File: config.mk
export PLATFORM = sky130hd
export DESIGN_NAME = swallow_ctr
export DESIGN_NICKNAME = d
export VERILOG_FILES = /design/src/rtl/swc_pkg.sv /design/src/rtl/swc_shadow.sv /design/src/rtl/swc_a_cnt.sv /design/src/rtl/swc_n_cnt.sv /design/src/rtl/swallow_ctr.sv
export SDC_FILE = /design/constraint.sdc
export NUM_CORES = 1
export LEC_CHECK = 0
export ABC_AREA = 0
export CORE_MARGIN = 10
export CORE_UTILIZATION = 30
export CTS_BUF_LIST = sky130_fd_sc_hd__clkbuf_4 sky130_fd_sc_hd__clkbuf_8
export DETAILED_ROUTE_END_ITERATION = 10
export DONT_BUFFER_PORTS = 1
export PLACE_DENSITY = 0.44
export SLEW_MARGIN = 20
export SYNTH_ARGS = -nofsm -noshare
export SYNTH_HDL_FRONTEND = slang
export SYNTH_SLANG_ARGS = --single-unit
File: constraint.sdc
create_clock -name clk_i -period 3.7 [get_ports clk_i]
set_input_delay 0.74 -clock clk_i [delete_from_list [all_inputs] [get_ports clk_i]]
set_output_delay 0.74 -clock clk_i [all_outputs]
set_load 0.1 [all_outputs]
File: src/rtl/swc_pkg.sv
package swc_pkg;
  localparam int unsigned PSC_BASE = 128;
  localparam int unsigned A_W      = $clog2(PSC_BASE);
  localparam int unsigned N_W      = 10;

  typedef enum logic {
    MOD_LO = 1'b0,
    MOD_HI = 1'b1
  } mod_e;
endpackage

File: src/rtl/swc_shadow.sv
module swc_shadow #(
  parameter int unsigned A_W    = 7,
  parameter int unsigned N_W    = 10,
  parameter int unsigned A_INIT = 5,
  parameter int unsigned N_INIT = 20
) (
  input  logic           clk_i,
  input  logic           rst_ni,
  input  logic           load_i,
  input  logic [A_W-1:0] a_i,
  input  logic [N_W-1:0] n_i,
  output logic [A_W-1:0] a_sh_o,
  output logic [N_W-1:0] n_sh_o,
  output logic           err_o
);
  localparam int unsigned EXT = N_W - A_W;

  logic pair_ok;
  assign pair_ok = ({{EXT{1'b0}}, a_i} < n_i);

  always_ff @(posedge clk_i or negedge rst_ni) begin
    if (!rst_ni) begin
      a_sh_o <= A_W'(A_INIT);
      n_sh_o <= N_W'(N_INIT);
      err_o  <= 1'b0;
    end else if (load_i) begin
      if (pair_ok) begin
        a_sh_o <= a_i;
        n_sh_o <= n_i;
        err_o  <= 1'b0;
      end else begin
        err_o  <= 1'b1;
      end
    end
  end

  p_shadow_a_lt_n_r4: assert property (@(posedge clk_i) disable iff (!rst_ni)
    {{EXT{1'b0}}, a_sh_o} < n_sh_o);

  p_bad_load_kept_r8: assert property (@(posedge clk_i) disable iff (!rst_ni)
    (load_i && !pair_ok) |=> (a_sh_o == $past(a_sh_o)) && (n_sh_o == $past(n_sh_o)) && err_o);
endmodule

File: src/rtl/swc_a_cnt.sv
module swc_a_cnt #(
  parameter int unsigned A_W    = 7,
  parameter int unsigned A_INIT = 5
) (
  input  logic           clk_i,
  input  logic           rst_ni,
  input  logic           reload_i,
  input  logic [A_W-1:0] val_i,
  output logic           busy_o
);
  logic [A_W-1:0] cnt_q;

  always_ff @(posedge clk_i or negedge rst_ni) begin
    if (!rst_ni)            cnt_q <= A_W'(A_INIT);
    else if (reload_i)      cnt_q <= val_i;
    else if (cnt_q != '0)   cnt_q <= cnt_q - A_W'(1);
  end

  assign busy_o = (cnt_q != '0);

  p_a_holds_zero_r2: assert property (@(posedge clk_i) disable iff (!rst_ni)
    (!busy_o && !reload_i) |=> !busy_o);

  p_a_reload_r3: assert property (@(posedge clk_i) disable iff (!rst_ni)
    reload_i |=> cnt_q == $past(val_i));
endmodule

File: src/rtl/swc_n_cnt.sv
module swc_n_cnt #(
  parameter int unsigned N_W    = 10,
  parameter int unsigned N_INIT = 20
) (
  input  logic           clk_i,
  input  logic           rst_ni,
  input  logic [N_W-1:0] val_i,
  output logic           term_o
);
  logic [N_W-1:0] cnt_q;

  // counts N-1 .. 0, so a cycle is N periods
  always_ff @(posedge clk_i or negedge rst_ni) begin
    if (!rst_ni)       cnt_q <= N_W'(N_INIT - 1);
    else if (term_o)   cnt_q <= val_i - N_W'(1);
    else               cnt_q <= cnt_q - N_W'(1);
  end

  assign term_o = (cnt_q == '0);

  p_n_reload_r3: assert property (@(posedge clk_i) disable iff (!rst_ni)
    term_o |=> cnt_q == $past(val_i) - N_W'(1));
endmodule

File: src/rtl/swallow_ctr.sv
module swallow_ctr
  import swc_pkg::*;
#(
  parameter int unsigned A_INIT = 5,
  parameter int unsigned N_INIT = 20
) (
  input  logic           clk_i,
  input  logic           rst_ni,
  input  logic           load_i,
  input  logic [A_W-1:0] a_val_i,
  input  logic [N_W-1:0] n_val_i,
  output logic           mod_hi_o,
  output logic           pulse_o,
  output logic           cfg_err_o
);
  logic [A_W-1:0] a_sh;
  logic [N_W-1:0] n_sh;
  logic           a_busy;
  logic           n_term;
  mod_e           mod_sel;

  swc_shadow #(
    .A_W(A_W), .N_W(N_W), .A_INIT(A_INIT), .N_INIT(N_INIT)
  ) u_shadow (
    .clk_i  (clk_i),
    .rst_ni (rst_ni),
    .load_i (load_i),
    .a_i    (a_val_i),
    .n_i    (n_val_i),
    .a_sh_o (a_sh),
    .n_sh_o (n_sh),
    .err_o  (cfg_err_o)
  );

  swc_a_cnt #(.A_W(A_W), .A_INIT(A_INIT)) u_a_cnt (
    .clk_i    (clk_i),
    .rst_ni   (rst_ni),
    .reload_i (n_term),
    .val_i    (a_sh),
    .busy_o   (a_busy)
  );

  swc_n_cnt #(.N_W(N_W), .N_INIT(N_INIT)) u_n_cnt (
    .clk_i  (clk_i),
    .rst_ni (rst_ni),
    .val_i  (n_sh),
    .term_o (n_term)
  );

  assign mod_sel  = a_busy ? MOD_HI : MOD_LO;
  assign mod_hi_o = (mod_sel == MOD_HI);
  assign pulse_o  = n_term;

  p_lo_on_pulse_r4: assert property (@(posedge clk_i) disable iff (!rst_ni)
    pulse_o |-> !mod_hi_o);

  p_no_hi_after_lo_r2: assert property (@(posedge clk_i) disable iff (!rst_ni)
    (!mod_hi_o && !pulse_o) |=> !mod_hi_o);
endmodule

==> results.md <==
* Status: finished, final reports clean
* Area delta synth->final at 9.80%
* Final nets at about 210
* Layout cells sized above 1 at 0.203
* Synth top area cells: dfrtp_1 (34%), dfstp_2 (12%), ha_1 (5.2%), mux2_2 (4.6%), nand2_1 (3.9%)
* Worst path slowest cell: inv_1
* Min Clock Period, post-route at 2.79 ns
* Post-Syn Area at 0.00194 mm²
* Mapped Cells at between 150 and 200
* Simple-Gate Fraction of Synth Area at 0.173
* HP Class: in -> async
* Top cell type's share of synthesized area at 0.335
* Combinational family with the most area after synthesis: simple AND/OR/NAND/NOR gates
* Post-CTS repair timing setup buffer count at 0
* Global-route wire length before repair at approximately 7000 µm
* Commonest cells post-synth: dfrtp_1 (26), nand2_1 (20), inv_1 (15)
* NetSw at about 0.00047 W
* DR WL/cell at 15.8 µm
* Mux cell area share after synthesis at 0.0916
* Fmax at roughly 360 MHz
* Post-synth top area cell: dfrtp_1
* Gate power share at 0.258
* Final Cycle Share at 0.755
* Area of the core at 0.00631 mm²
* Vias in the first global route at roughly 1300
* Top FF cell, synth: dfrtp_1
* Internal power at between 0.0008 and 0.0009 W
* Asr flop ratio synth at 1.00
* Clock root cell: clkbuf_8
* I/O Pins at 23
* Reg2Reg Setup Slack at around 1.2 ns
* Crit path cell chain: inv_1, ha_1, nand2b_1, nor4_4, inv_1
* Ys Warns at 0
* Static leakage at approximately 0.88 nW
* Die H at 100 µm
* WS Path Type: reg -> out
* Reg2Reg Depth at 9
* Via density at between 4 and 5
* Crit path capture type: primary output
* Cell Rows at 29
* Final Cell Area at 0.00213 mm²
* Avg Cell Area, Syn at roughly 11 µm²
* Routed Antenna Nets at 0
* Final Util at 0.337
* Largest net degree at the start of global routing at 36
* PostCTS Resize Cnt at 0
* Clock power frac at 0.258
* Critical path arrival at a little over 2 ns
* CTS tree: built
* RSZ-0062 raised after global routing: false
* Clock sink count at 35
* Max IR drop VDD at approximately 300 µV
* Total grt overflow at 0
* Clk Latency, worst-skew pair at around 0.29 ns
* Hold buffer count at cts at 0
* Switching fraction of total power at 0.346
* TritonCTS buffer count at 5
* Syn nets at between 200 and 250
* Critical path endpoint: mod_hi_o
* MaxCap Viol Count at 0
* GPL Wtd Cong at 0.803
* Max transition margin at 0.397
* Worst setup margin at around 0.91 ns
* Hpwl dp at 3190 µm
* Worst-margin pin slew at between 0.9 and 1 ns
* CTS H-tree lvls at 2
* Total Routing Usage GR at 0.0886
* XOR/XNOR Fraction of Synth Area at 0.0406
* FF-to-FF Start: u_n_cnt.cnt_q[5]
* Crit-path most repeated cell: inv_1
* Clock Path Buffers at 2
* Clk slew on worst S/H paths at 0.08 ns
* Drt drc at 0
* Max-slew violations at 0
* DRT iter0 DRCs at around 40
* Wirelength, routed at about 4200 µm
* Post-place setup slack at just under 1 ns
* Seq pwr share at 0.484
* Setup violations, final at 0
* Worst path buffer plus inverter count at 2
* Number of synthesized flops with an enable pin at 0
* Critical Path Source Type: flip-flop
* Critical Path Stages at 5
* Synth Area in Adders at 0.0516
* Crit-path max cell delay at around 0.64 ns
* Starting density of the core at 0.307
* Setup Skew at approximately 0.0033 ns
* Reg2reg end: u_n_cnt.cnt_q[8]
* Initial antenna violation count at 0
* Chip width at between 100 and 150 µm
* Via count at between 1000 and 1500
* Most frequent cell after synthesis: dfrtp_1
* Setup TNS at 0 ns
* Post-DP Area at 0.00202 mm²
* Synth unique cells at 42
* PortBufs at 0
* Cell family with most CP delay: buffers and inverters
* PD cells at 636 mW/mm²
* Critical Path RT at ~3.0 ns
* Flops & latches, synth at 35
* Post-synthesis compound-gate area fraction at 0.142
* Post-synthesis sequential area ratio at 0.457
* Critical path peak fanout at 5
* TritonRoute pass-1 iters at 4
* N_diodes at 0
* Final hold vios at 0
* Crit path launch: u_a_cnt.cnt_q[0]
* Worst Hold Margin at ~0.14 ns
* Die area at 0.0101 mm²
how the worst min path moves through the flow:
stage / from / end / slack, ns / cells past startpoint
finish: rst_ni / u_n_cnt.cnt_q[8] / 0.14 / 0
global route: rst_ni / u_a_cnt.cnt_q[5] / 0.11 / 0
CTS: rst_ni / u_shadow.a_sh_o[1] / 0.13 / 0
detailed placement: rst_ni / u_n_cnt.cnt_q[5] / 0.45 / 0
global placement: rst_ni / u_n_cnt.cnt_q[5] / 0.45 / 0
floorplan: rst_ni / u_a_cnt.cnt_q[1] / 0.44 / 0
layout by cell type (no fill, tap or decap), types with 2 or more instances in the layout:
cell / netlist / final
o31ai_1: 3 / 3
inv_1: 15 / 15
mux2i_1: 2 / 2
xnor2_1: 5 / 5
dfstp_2: 9 / 9
o21ai_0: 11 / 11
mux2_1: 6 / 6
a31oi_1: 2 / 2
ha_1: 8 / 8
clkbuf_8: 0 / 5
nor3_1: 4 / 4
nor2_1: 14 / 14
mux2_2: 8 / 8
nor4_4: 3 / 3
nand2b_1: 3 / 3
xor2_1: 4 / 4
nand2_1: 20 / 20
a21o_1: 4 / 4
dfrtp_1: 26 / 26
a21oi_1: 9 / 9
o21ai_1: 3 / 3
layout make-up:
cell class	count	area, µm²
fillers	673	4180
multi-input cells	128	970
flip-flops and latches	35	887
well taps	77	96.3
clock buffers	5	68.8
inverters	16	65.1
clock inverters	3	43.8
registers in the layout (all words and copies together), names as in the netlist:
| signal | count |
|---|---|
| u_shadow.a_sh_o | 7 |
| u_n_cnt.cnt_q | 10 |
| u_shadow.err_o | 1 |
| u_a_cnt.cnt_q | 7 |
| u_shadow.n_sh_o | 10 |
per-stage QoR:
stage	power, W	instances
after floorplan	0.000942	181
after global placement	0.00100	256
after detailed placement	0.00102	256
after CTS	0.00137	264
after global routing	0.00146	264
final	0.00135	264
power groups by stage:
stage	clock, W	combinational, W	sequential [W]
after floorplan	0	0.000310	0.000632
after global placement	0	0.000344	0.000656
after detailed placement	0	0.000352	0.000663
after CTS	0.000363	0.000353	0.000658
after global routing	0.000385	0.000399	0.000678
final	0.000350	0.000349	0.000655
worst register-to-register path, stage by stage (launching register included):
cell       delay (ns)
dfrtp_1          0.47
nor4_4           0.40
nand3_4          0.23
inv_6            0.34
a21oi_1          0.15
ha_1             0.23
nand2_1          0.21
a2111oi_4        0.10
a211oi_1         0.24
nor2_1           0.07
logic make-up (layout without fill, tap and decap cells):
family                     Yosys count  count (layout)
adders and majority gates            8               8
and+or+nand+nor                     56              56
buffers and inverters               18              24
muxes                               16              16
AOI/OAI and AO/OA                   39              39
DFF                                 35              35
xor gates and xnor gates             9               9
per-layer routing:
layer,track usage,part of all wire
met2,0.121,0.42
met5,0,0
met1,0.118,0.49
met4,0.0293,0.0089
met3,0.0433,0.082
No activity file was read; power rests on OpenSTA's default activity.
